<file path="src/rtl/dpo_pkg.sv">
package dpo_pkg;

  typedef enum logic [1:0] {
    DET_HUNT = 2'd0,
    DET_PAT  = 2'd1,
    DET_POST = 2'd2,
    DET_DONE = 2'd3
  } det_state_e;

  localparam int unsigned STAT_TWO_WIRE_BIT = 0;
  localparam int unsigned STAT_OWNED_BIT    = 1;
  localparam int unsigned STAT_PIN_LSB      = 2;

endpackage

</file>
<file path="src/rtl/dpo_sync.sv">
module dpo_sync #(
  parameter int W      = 2,
  parameter int STAGES = 2
) (
  input  logic         clk,
  input  logic         rst_n,
  input  logic [W-1:0] d,
  output logic [W-1:0] q
);

  logic [W-1:0] stage_q [STAGES];

  always_ff @(posedge clk or negedge rst_n) begin
    if (!rst_n) begin
      for (int k = 0; k < STAGES; k++) stage_q[k] <= '0;
    end else begin
      stage_q[0] <= d;
      for (int k = 1; k < STAGES; k++) stage_q[k] <= stage_q[k-1];
    end
  end

  assign q = stage_q[STAGES-1];

endmodule

</file>
<file path="src/rtl/dpo_seq_det.sv">
module dpo_seq_det
  import dpo_pkg::*;
#(
  parameter int                 HIGH_MIN = 50,
  parameter int                 PAT_LEN  = 16,
  parameter logic [PAT_LEN-1:0] PATTERN  = 16'hE79E
) (
  input  logic clk,
  input  logic rst_n,
  input  logic clear,
  input  logic tck_s,
  input  logic tms_s,
  output logic two_wire_o,
  output logic owned_o
);

  localparam int CW = $clog2(HIGH_MIN + 1);
  localparam int IW = $clog2(PAT_LEN);

  logic          tck_d;
  logic          rise;
  det_state_e    st_q, st_n;
  logic [CW-1:0] cnt_q, cnt_n;
  logic [IW-1:0] idx_q, idx_n;
  logic          two_q, two_n;
  logic          own_q, own_n;
  logic          mism;
  logic          exp_bit;

  always_ff @(posedge clk or negedge rst_n) begin
    if (!rst_n) tck_d <= 1'b0;
    else        tck_d <= tck_s;
  end

  assign rise    = tck_s & ~tck_d;
  assign exp_bit = PATTERN[idx_q];

  // The pattern's first bit is low, which is what ends the leading run.
  always_comb begin
    st_n  = st_q;
    cnt_n = cnt_q;
    idx_n = idx_q;
    two_n = two_q;
    own_n = own_q;
    mism  = 1'b0;
    if (rise && !two_q) begin
      unique case (st_q)
        DET_HUNT: begin
          if (tms_s) begin
            if (cnt_q != CW'(HIGH_MIN)) cnt_n = cnt_q + CW'(1);
          end else if (cnt_q == CW'(HIGH_MIN)) begin
            st_n  = DET_PAT;
            idx_n = IW'(1);
            cnt_n = '0;
          end else begin
            mism = 1'b1;
          end
        end
        DET_PAT: begin
          if (tms_s == exp_bit) begin
            if (idx_q == IW'(PAT_LEN - 1)) begin
              st_n  = DET_POST;
              idx_n = '0;
              cnt_n = '0;
            end else begin
              idx_n = idx_q + IW'(1);
            end
          end else begin
            mism = 1'b1;
          end
        end
        DET_POST: begin
          if (tms_s) begin
            if (cnt_q == CW'(HIGH_MIN - 1)) begin
              st_n  = DET_DONE;
              two_n = 1'b1;
              cnt_n = '0;
            end else begin
              cnt_n = cnt_q + CW'(1);
            end
          end else begin
            mism = 1'b1;
          end
        end
        default: ;
      endcase
      if (mism) begin
        own_n = 1'b1;
        st_n  = DET_HUNT;
        cnt_n = '0;
        idx_n = '0;
      end
    end
  end

  always_ff @(posedge clk or negedge rst_n) begin
    if (!rst_n) begin
      st_q  <= DET_HUNT;
      cnt_q <= '0;
      idx_q <= '0;
      two_q <= 1'b0;
      own_q <= 1'b0;
    end else if (clear) begin
      st_q  <= DET_HUNT;
      cnt_q <= '0;
      idx_q <= '0;
      two_q <= 1'b0;
      own_q <= 1'b0;
    end else begin
      st_q  <= st_n;
      cnt_q <= cnt_n;
      idx_q <= idx_n;
      two_q <= two_n;
      own_q <= own_n;
    end
  end

  assign two_wire_o = two_q;
  assign owned_o    = own_q;

  // the latch never drops without a debug-side clear
  a_r5_owned_sticky: assert property (@(posedge clk) disable iff (!rst_n)
    own_q && !clear |=> own_q);

  // a takeover can only start from four-wire mode
  a_r4_take_in_four_wire: assert property (@(posedge clk) disable iff (!rst_n)
    $rose(own_q) |-> $past(!two_q));

  // completing the switch does not alter ownership
  a_r2_switch_keeps_owner: assert property (@(posedge clk) disable iff (!rst_n)
    $rose(two_q) |-> $stable(own_q));

  // a debug-side clear wipes mode and latch
  a_r8_clear_wipes: assert property (@(posedge clk) disable iff (!rst_n)
    clear |=> !two_q && !own_q);

endmodule

</file>
<file path="src/rtl/dpo_ovr_regs.sv">
module dpo_ovr_regs
  import dpo_pkg::*;
#(
  parameter int NPIN   = 2,
  parameter int STAT_W = NPIN + 2
) (
  input  logic              clk,
  input  logic              rst_n,
  input  logic              sys_clear,
  input  logic              reg_en,
  input  logic              reg_we,
  input  logic              reg_addr,
  input  logic [NPIN-1:0]   reg_wdata,
  input  logic              owned,
  input  logic              two_wire,
  input  logic [NPIN-1:0]   pin_dbg,
  output logic [NPIN-1:0]   ovr_o,
  output logic              reg_ack,
  output logic              reg_err,
  output logic [STAT_W-1:0] reg_rdata
);

  logic [NPIN-1:0]   ovr_q;
  logic [STAT_W-1:0] status;
  logic              wr_ovr;

  always_comb begin
    status                    = '0;
    status[STAT_TWO_WIRE_BIT] = two_wire;
    status[STAT_OWNED_BIT]    = owned;
    status[STAT_PIN_LSB +: NPIN] = pin_dbg;
  end

  assign wr_ovr = reg_en && reg_we && reg_addr;

  always_ff @(posedge clk or negedge rst_n) begin
    if (!rst_n) begin
      ovr_q     <= '0;
      reg_ack   <= 1'b0;
      reg_err   <= 1'b0;
      reg_rdata <= '0;
    end else begin
      reg_ack   <= reg_en;
      reg_err   <= wr_ovr && owned;
      reg_rdata <= '0;
      if (reg_en && !reg_we) reg_rdata <= reg_addr ? STAT_W'(ovr_q) : status;
      if (sys_clear)               ovr_q <= '0;
      else if (wr_ovr && !owned)   ovr_q <= reg_wdata;
    end
  end

  assign ovr_o = ovr_q;

  // a refused write leaves the override untouched
  a_r7_err_keeps_ovr: assert property (@(posedge clk) disable iff (!rst_n)
    reg_ack && reg_err && $past(!sys_clear) |-> $stable(ovr_q));

  // every request is answered on the next cycle
  a_r9_ack_follows_req: assert property (@(posedge clk) disable iff (!rst_n)
    reg_en |=> reg_ack);

  // no answer without a request
  a_r9_no_spurious_ack: assert property (@(posedge clk) disable iff (!rst_n)
    reg_ack |-> $past(reg_en));

endmodule

</file>
<file path="src/rtl/dbg_pin_owner.sv">
module dbg_pin_owner #(
  parameter int                 NPIN     = 2,
  parameter int                 HIGH_MIN = 50,
  parameter int                 PAT_LEN  = 16,
  parameter logic [PAT_LEN-1:0] PATTERN  = 16'hE79E,
  parameter int                 SYNC_N   = 2,
  localparam int                STAT_W   = NPIN + 2
) (
  input  logic              clk,
  input  logic              rst_n,
  input  logic              ext_rst_n,
  input  logic              topo_sel,
  input  logic              dbg_clk_i,
  input  logic              dbg_mode_i,
  input  logic              reg_en,
  input  logic              reg_we,
  input  logic              reg_addr,
  input  logic [NPIN-1:0]   reg_wdata,
  output logic              reg_ack,
  output logic              reg_err,
  output logic [STAT_W-1:0] reg_rdata,
  output logic [NPIN-1:0]   pin_to_dbg
);

  logic [1:0]      lines_s;
  logic            dbg_clear;
  logic            sys_clear;
  logic            two_wire;
  logic            owned;
  logic [NPIN-1:0] ovr;

  dpo_sync #(.W(2), .STAGES(SYNC_N)) u_sync (
    .clk   (clk),
    .rst_n (rst_n),
    .d     ({dbg_mode_i, dbg_clk_i}),
    .q     (lines_s)
  );

  assign sys_clear = ~ext_rst_n;
  assign dbg_clear = topo_sel & ~ext_rst_n;

  dpo_seq_det #(
    .HIGH_MIN (HIGH_MIN),
    .PAT_LEN  (PAT_LEN),
    .PATTERN  (PATTERN)
  ) u_det (
    .clk        (clk),
    .rst_n      (rst_n),
    .clear      (dbg_clear),
    .tck_s      (lines_s[0]),
    .tms_s      (lines_s[1]),
    .two_wire_o (two_wire),
    .owned_o    (owned)
  );

  for (genvar g = 0; g < NPIN; g++) begin : g_pin
    assign pin_to_dbg[g] = owned & ~ovr[g];
  end

  dpo_ovr_regs #(.NPIN(NPIN), .STAT_W(STAT_W)) u_regs (
    .clk       (clk),
    .rst_n     (rst_n),
    .sys_clear (sys_clear),
    .reg_en    (reg_en),
    .reg_we    (reg_we),
    .reg_addr  (reg_addr),
    .reg_wdata (reg_wdata),
    .owned     (owned),
    .two_wire  (two_wire),
    .pin_dbg   (pin_to_dbg),
    .ovr_o     (ovr),
    .reg_ack   (reg_ack),
    .reg_err   (reg_err),
    .reg_rdata (reg_rdata)
  );

endmodule

</file>
<file path="config.mk">
export PLATFORM = sky130hd
export DESIGN_NAME = dbg_pin_owner
export DESIGN_NICKNAME = d
export VERILOG_FILES = /design/src/rtl/dpo_pkg.sv /design/src/rtl/dpo_sync.sv /design/src/rtl/dpo_seq_det.sv /design/src/rtl/dpo_ovr_regs.sv /design/src/rtl/dbg_pin_owner.sv
export SDC_FILE = /design/constraint.sdc
export NUM_CORES = 1
export LEC_CHECK = 0
export ABC_CLOCK_PERIOD_IN_PS = 2400
export BUFFER_PORTS_ARGS = -buffer_cell sky130_fd_sc_hd__buf_2
export CAP_MARGIN = 20
export CORE_AREA = 2 2 60 62
export DETAILED_ROUTE_END_ITERATION = 7
export DIE_AREA = 0 0 62 64
export PLACE_DENSITY = 0.72
export SLEW_MARGIN = 20
export SYNTH_ARGS = -nofsm -noshare
export SYNTH_HDL_FRONTEND = slang
export SYNTH_SLANG_ARGS = --single-unit
</file>
<file path="constraint.sdc">
create_clock -name clk -period 2.4 [get_ports clk]
set_clock_uncertainty 0.2 [all_clocks]
set_input_delay 0 -clock clk [delete_from_list [all_inputs] [get_ports clk]]
set_output_delay 0 -clock clk [all_outputs]
set_load 0.01 [all_outputs]
</file>
# Word-level counts from Yosys, hierarchy flattened
# Memory sizes are Yosys's and may differ from the RTL's.
# Cells that the tools add are included.
dict set report totals {
  in_bits 11
  romBits 16
  output_inout_bits 8
  register_bits 27
  mem_count 1
}
# memory words word_bits read_ports rd_clocked_by_memory_dff write_ports line_no
set mem_list {}
lappend mem_list {{(no name shown)} 16 1 1 0 0 dpo_seq_det.sv:36} ;# assign exp_bit = PATTERN[idx_q];
dict set report classes {
  muxes 48
  n_bitwise 8
  n_reduce_logical 22
  eq_ne 16
  addsub 2
  order_cmp 1
}
# operator n
set op_table {}
lappend op_table {{$mux 6} 10}
lappend op_table {{$mux 4} 9}
lappend op_table {{$mux 2} 11}
lappend op_table {{$pmux 6 s3} 1}
lappend op_table {{$ne 4x2->1 const B} 4}
lappend op_table {{$mux 1} 14}
lappend op_table {{$eq 6x6->1 const B} 2}
lappend op_table {{$ne 5x3->1 const B} 2}
lappend op_table {{$reduce_bool 2->1} 5}
lappend op_table {{$ne 4x3->1 const B} 2}
lappend op_table {{$pmux 4 s2} 1}
lappend op_table {{$reduce_and 8->1} 1}
lappend op_table {{$reduce_and 7->1} 1}
lappend op_table {{$add 6x1->6 const B} 1}
lappend op_table {{$logic_and 1x1->1} 6}
lappend op_table {{$ne 6x6->1 const B} 1}
lappend op_table {{$pmux 2 s3} 1}
lappend op_table {{$lt 4x5->1 const B} 1}
lappend op_table {{$reduce_and 5->1} 1}
lappend op_table {{$reduce_bool 5->1} 1}
lappend op_table {{$add 4x1->4 const B} 1}
lappend op_table {{$and 1x1->1} 4}
lappend op_table {{$eq 4x4->1 const B} 1}
lappend op_table {{$not 1->1} 4}
lappend op_table {{other kinds (10)} 12}

# Depth between registers and ports, before layout
dict set report logic_depth {
  word_depth 9
  ltp_mapped 9
}

# By module
# Synthesis repeated with hierarchy kept, for this count alone.
dict set report hier_totals {
  hier_cells 165
  hier_area_um2 1695.4
}
# mod seq_area_each_um2 n_inst area_each_um2 cells_each
set by_module_without_submodules {}
lappend by_module_without_submodules {dpo_seq_det 375.4 1 1224.9 132}
lappend by_module_without_submodules {dpo_ovr_regs 200.2 1 317.8 23}
lappend by_module_without_submodules {dpo_sync 100.1 1 115.1 6}
lappend by_module_without_submodules {dbg_pin_owner 0.0 1 37.5 4}

# Worst setup path before layout
# No wires, ideal clock.
dict set report synth_path {
  path_kind {register to register}
  start {register u_det.st_q[0]}
  end {register u_det.cnt_q[1]}
  setup_time_ns 0.083
  path_stages_with_launch 9
  t_arrival_ns 2.177
  path_buffers 0
  required_ns 2.117
  setup_slack_ns -0.060
  path_cell_list {dfrtp_1 > inv_1 > ha_1 > nor2b_1 > o2bb2ai_4 > a311oi_4 > nor3_2 > or4b_1 > o21ai_0}
}
dict set report synth_via {
  elab_chain_cells 6
  elab_cells_between_ends 16
  cone_classes {7 x eq/ne; 6 x mux; 3 x reduce/logical}
}
# element line_no
set synth_lines {}
lappend synth_lines {{start: declaration} dpo_seq_det.sv:22} ;# det_state_e st_q, st_n;
lappend synth_lines {{start signal: assignment} dpo_seq_det.sv:110} ;# st_q <= st_n;
lappend synth_lines {{parallel branches: the longest is 6 deep, another holds $reduce_and 7->1} n/a}
lappend synth_lines {{end signal: assignment} dpo_seq_det.sv:111} ;# cnt_q <= cnt_n;
lappend synth_lines {{end: declaration} dpo_seq_det.sv:23} ;# logic [CW-1:0] cnt_q, cnt_n;
# Several ways; the timed one is not identified. The select of a mux whose other input is x is not followed.
# A chain may end at the register's enable or synchronous reset.

# Final worst setup path
dict set report layout_path {
  start {register u_det.idx_q[0]}
  end {register u_det.cnt_q[5]}
}
dict set report layout_via {
  elab_chain_cells 9
  elab_cells_between_ends 17
  cone_classes {7 x eq/ne; 7 x mux; 2 x reduce/logical; 1 x memory}
}
# element line_no
set layout_lines {}
lappend layout_lines {{start: declaration} dpo_seq_det.sv:24} ;# logic [IW-1:0] idx_q, idx_n;
lappend layout_lines {{start signal: assignment} dpo_seq_det.sv:112} ;# idx_q <= idx_n;
lappend layout_lines {{parallel branches: the longest is 9 deep, another holds $mem_v2 16x1} n/a}
# Several ways; the timed one is not identified. The select of a mux whose other input is x is not followed.

==> flow_metrics.env <==
export IMPL_most_common_library_cell_in_the_layout_ignoring_fill_and_taps="sky130_fd_sc_hd__buf_4"
export IMPL_crit_share_post_route_pct=107
export IMPL_final_core_utilization_pct=73.4
export IMPL_drt_pre_antenna_iters=7
export IMPL_wl_met3_um=287
export IMPL_cts_tree="yes"
export IMPL_cts_root_buffer_cell="sky130_fd_sc_hd__clkbuf_4"
export IMPL_placedInstanceArea_um2=1950
export IMPL_full_die_area_um2=3970
export IMPL_cts_reportedPaths_clkPinSlew_ns=0.17
export IMPL_critPathArrivalTime_ns=2.61
export IMPL_floorplan_die_width_um=62
export IMPL_clock_tree_htree_level_count=1
export IMPL_grt_overflow=0
export IMPL_power_per_cell_area_nw_per_um2=879
export IMPL_grt_setup_unrepaired="yes"
export IMPL_holdPathStages=2
export IMPL_place_congestion=0.813
export IMPL_report_power_total_mw=2.12
export IMPL_yosys_top_cells_area="sky130_fd_sc_hd__dfrtp_1, sky130_fd_sc_hd__ha_1, sky130_fd_sc_hd__mux2i_1"
export IMPL_dpl_cell_count=242
export IMPL_synth_warning_count=0
export IMPL_power_leakage_nw=1.08
export IMPL_data_required_time_at_the_worst_endpoint_ns=2.45
export IMPL_slew_headroom_pct=65.2
export IMPL_groute_usage_overall_pct=24.2
export IMPL_antenna_violations_before_repair=0
export IMPL_initial_core_util_pct=50.1
export IMPL_max_freq_mhz=391
export IMPL_syn_instance_count=162
export IMPL_yosys_area_top_type="sky130_fd_sc_hd__dfrtp_1"
export IMPL_routed_wire_length_per_instance_um=17.9
export IMPL_cts_made_buffers=3
export IMPL_floorplan_core_area_um2=3280
export IMPL_crit_path_cell_trace="inv_2 -> ha_4 -> mux2i_4 -> nand3b_1 -> a311oi_4 -> buf_6 -> nor3_4 -> buf_4 -> a211o_1 -> a32o_1"
export IMPL_layout_drive_gt1_share_pct=41.9
export IMPL_port_buffers=18
export IMPL_end_kind="flop"
export IMPL_die_h_um=64
export IMPL_postSynth_asyncResetShare_pct=100
export IMPL_synth_enable_flop_cells=0
export IMPL_fin_crit_ns=2.56
export IMPL_finalWirelength_um=4880
export IMPL_run_status="complete, but fails checks"
export IMPL_routedLengthMet1_um=1810
export IMPL_ant_nets=0
export IMPL_synth_main_ff_cell="sky130_fd_sc_hd__dfrtp_1"
export IMPL_critical_path_max_stage_delay_ns=0.44
export IMPL_power_ir_vdd_worst_mv=0.407
export IMPL_drcViolationCount=0
export IMPL_fillers=229
export IMPL_synth_seq_cells=27
export IMPL_initialDrtViolationCount=152
export IMPL_setup_violations_final=10
export IMPL_via_per_inst=5.95
export IMPL_worstPathMaxFanout=7
export IMPL_via_count_of_the_first_global_routing_pass=1590
export IMPL_grt_first_pass_wirelength_um=7170
export IMPL_synth_sequential_area_ratio_pct=41.1
export IMPL_failed_checks="setup timing"
export IMPL_design_final_nets=248
export IMPL_hold_slack_ns=0.0908
export IMPL_highest_signal_layer="met4"
export IMPL_place_detailed_hpwl_um=2770
export IMPL_critical_path_top_delay_cell="sky130_fd_sc_hd__dfrtp_1"
export IMPL_cp_start_kind="flop"
export IMPL_layout_cells_non_filler=273
export IMPL_netlist_cell_type_count=47
export IMPL_num_io_pins=19
export IMPL_clock_sinks=27
export IMPL_maxSlewViolCount=0
export IMPL_maxCapViolations=0
export IMPL_cts_root_to_sink_buffers=2
export IMPL_synthesis_area_um2=1650
export IMPL_area_growth_synth_to_final_pct=46.5
export IMPL_overall_via_count_from_detail_route=1623
export IMPL_min_delay_path_class="primary input to flop"
export IMPL_timing_reg2reg_worst_path_depth=10
export IMPL_grt_max_degree=28
export IMPL_setup_slack_ns=-0.159
export IMPL_placementRows=21
export IMPL_finalHoldViolations=0
export IMPL_timing_worst_setup_path_type="flop to flop"
export IMPL_met2WireLength_um=2600
export IMPL_synth_avg_cell_area_um2=10.2
export IMPL_clkLatencyLatePin_ns=0.35
export IMPL_synth_fp_nets=182
export IMPL_finalInstanceArea_um2=2410
export IMPL_insertedDiodeCount=0
export IMPL_multi_input_comb_area_um2=1110
export IMPL_mostFrequentLayoutCells="sky130_fd_sc_hd__buf_4, sky130_fd_sc_hd__dfrtp_1, sky130_fd_sc_hd__buf_2, sky130_fd_sc_hd__nor2_1, sky130_fd_sc_hd__dlygate4sd3_1"
export IMPL_worstMarginPinSlew_ns=0.522
export IMPL_synth_top_cell_area_share_pct=41.1
export IMPL_seq_area_um2=678
==> layout make-up <==
type | instances | area share (%)
clock buffer | 3 | 0.934
clock inverter | 1 | 0.311
inverter | 7 | 1.09
multi-input combinational | 123 | 46.0
sequential | 27 | 28.1
tap | 46 | 2.39
timing repair buffer | 66 | 21.2
==> report_power, final <==
| group | internal [mW] | switching, mW |
|---|---|---|
| combinational | 0.682 | 0.656 |
| clock | 0.0641 | 0.153 |
| sequential | 0.508 | 0.0553 |
| total | 1.25 | 0.864 |
==> cell usage after synthesis, types with 3 or more instances <==
| library cell | instances |
|---|---|
| sky130_fd_sc_hd__dfrtp_1 | 27 |
| sky130_fd_sc_hd__ha_1 | 9 |
| sky130_fd_sc_hd__o21ai_0 | 7 |
| sky130_fd_sc_hd__nand2_1 | 9 |
| sky130_fd_sc_hd__a32o_1 | 5 |
| sky130_fd_sc_hd__mux2i_1 | 8 |
| sky130_fd_sc_hd__a21oi_1 | 3 |
| sky130_fd_sc_hd__inv_1 | 7 |
| sky130_fd_sc_hd__nand3b_1 | 3 |
| sky130_fd_sc_hd__nor2b_1 | 8 |
| sky130_fd_sc_hd__nor2_1 | 16 |
| sky130_fd_sc_hd__nor3_1 | 4 |
| sky130_fd_sc_hd__a211o_1 | 4 |
| sky130_fd_sc_hd__nand4b_1 | 3 |
| sky130_fd_sc_hd__nand3_1 | 5 |
| sky130_fd_sc_hd__or2_2 | 3 |
==> path summary, 6_finish.rpt <==
check | startpoint | end | slack, ns
min in group asynchronous | rst_n | u_det.idx_q[2] | 0.44
max reg2reg | u_det.idx_q[0] | u_det.cnt_q[5] | -0.16
max | u_det.idx_q[0] | u_det.cnt_q[5] | -0.16
min | dbg_clk_i | u_sync.stage_q[2] | 0.09
max in group asynchronous | rst_n | u_det.cnt_q[2] | 1.38
min reg2reg | u_sync.stage_q[3] | u_sync.q[1] | 0.17
==> sequential cells by signal (all words and copies together), names as in the netlist <==
| register | flops |
|---|---|
| u_det.tck_d | 1 |
| u_regs.reg_ack | 1 |
| u_det.owned_o | 1 |
| u_det.idx_q | 4 |
| u_det.cnt_q | 6 |
| u_regs.ovr_o | 2 |
| u_det.st_q | 2 |
| u_regs.reg_rdata | 4 |
| u_sync.q | 2 |
| u_regs.reg_err | 1 |
| u_det.two_wire_o | 1 |
| u_sync.stage_q | 2 |
==> cells by family after synthesis <==
group | count (synthesis) | synth area share, %
buf+inv | 12 | 2.89
fa+ha+maj | 9 | 6.84
mux | 10 | 6.24
simple gates | 69 | 24.7
compound gates | 35 | 18.3
flops | 27 | 41.1
==> per-stage QoR <==
step	setup WS, ns	TNS, ns
after global placement	-0.0873	-0.416
after CTS	-0.0408	-0.114
after detailed placement	-0.186	-1.49
after global routing	-0.226	-1.64
final	-0.159	-0.670
after floorplan	-0.00660	-0.00660
==> metal layers <==
layer	track usage, %	vias to the layer above
met4	10.1	0
met5	0	-
li1	-	732
met1	30.1	797
met3	3.04	21
met2	40.6	73
==> repair_timing <==
action                     in CTS  in global routing
hold endpoints to repair       39                  0
setup buffers                   7                  6
hold buffers                   14                  0
setup endpoints to repair      12                 12
pin swaps                       8                 11
resized for setup              21                 23
==> critical path, delay by kind of cell, from the launching register on <==
family                   cells  cell delay [ns]
AO/OA/AOI/OAI                3             0.75
adder cells (fa/ha/maj)      1             0.21
buffers and inverters        3             0.43
flip-flops                   1             0.44
multiplexers                 1             0.16
AND/OR/NAND/NOR              2             0.27
(Power assumes the default switching activity.)
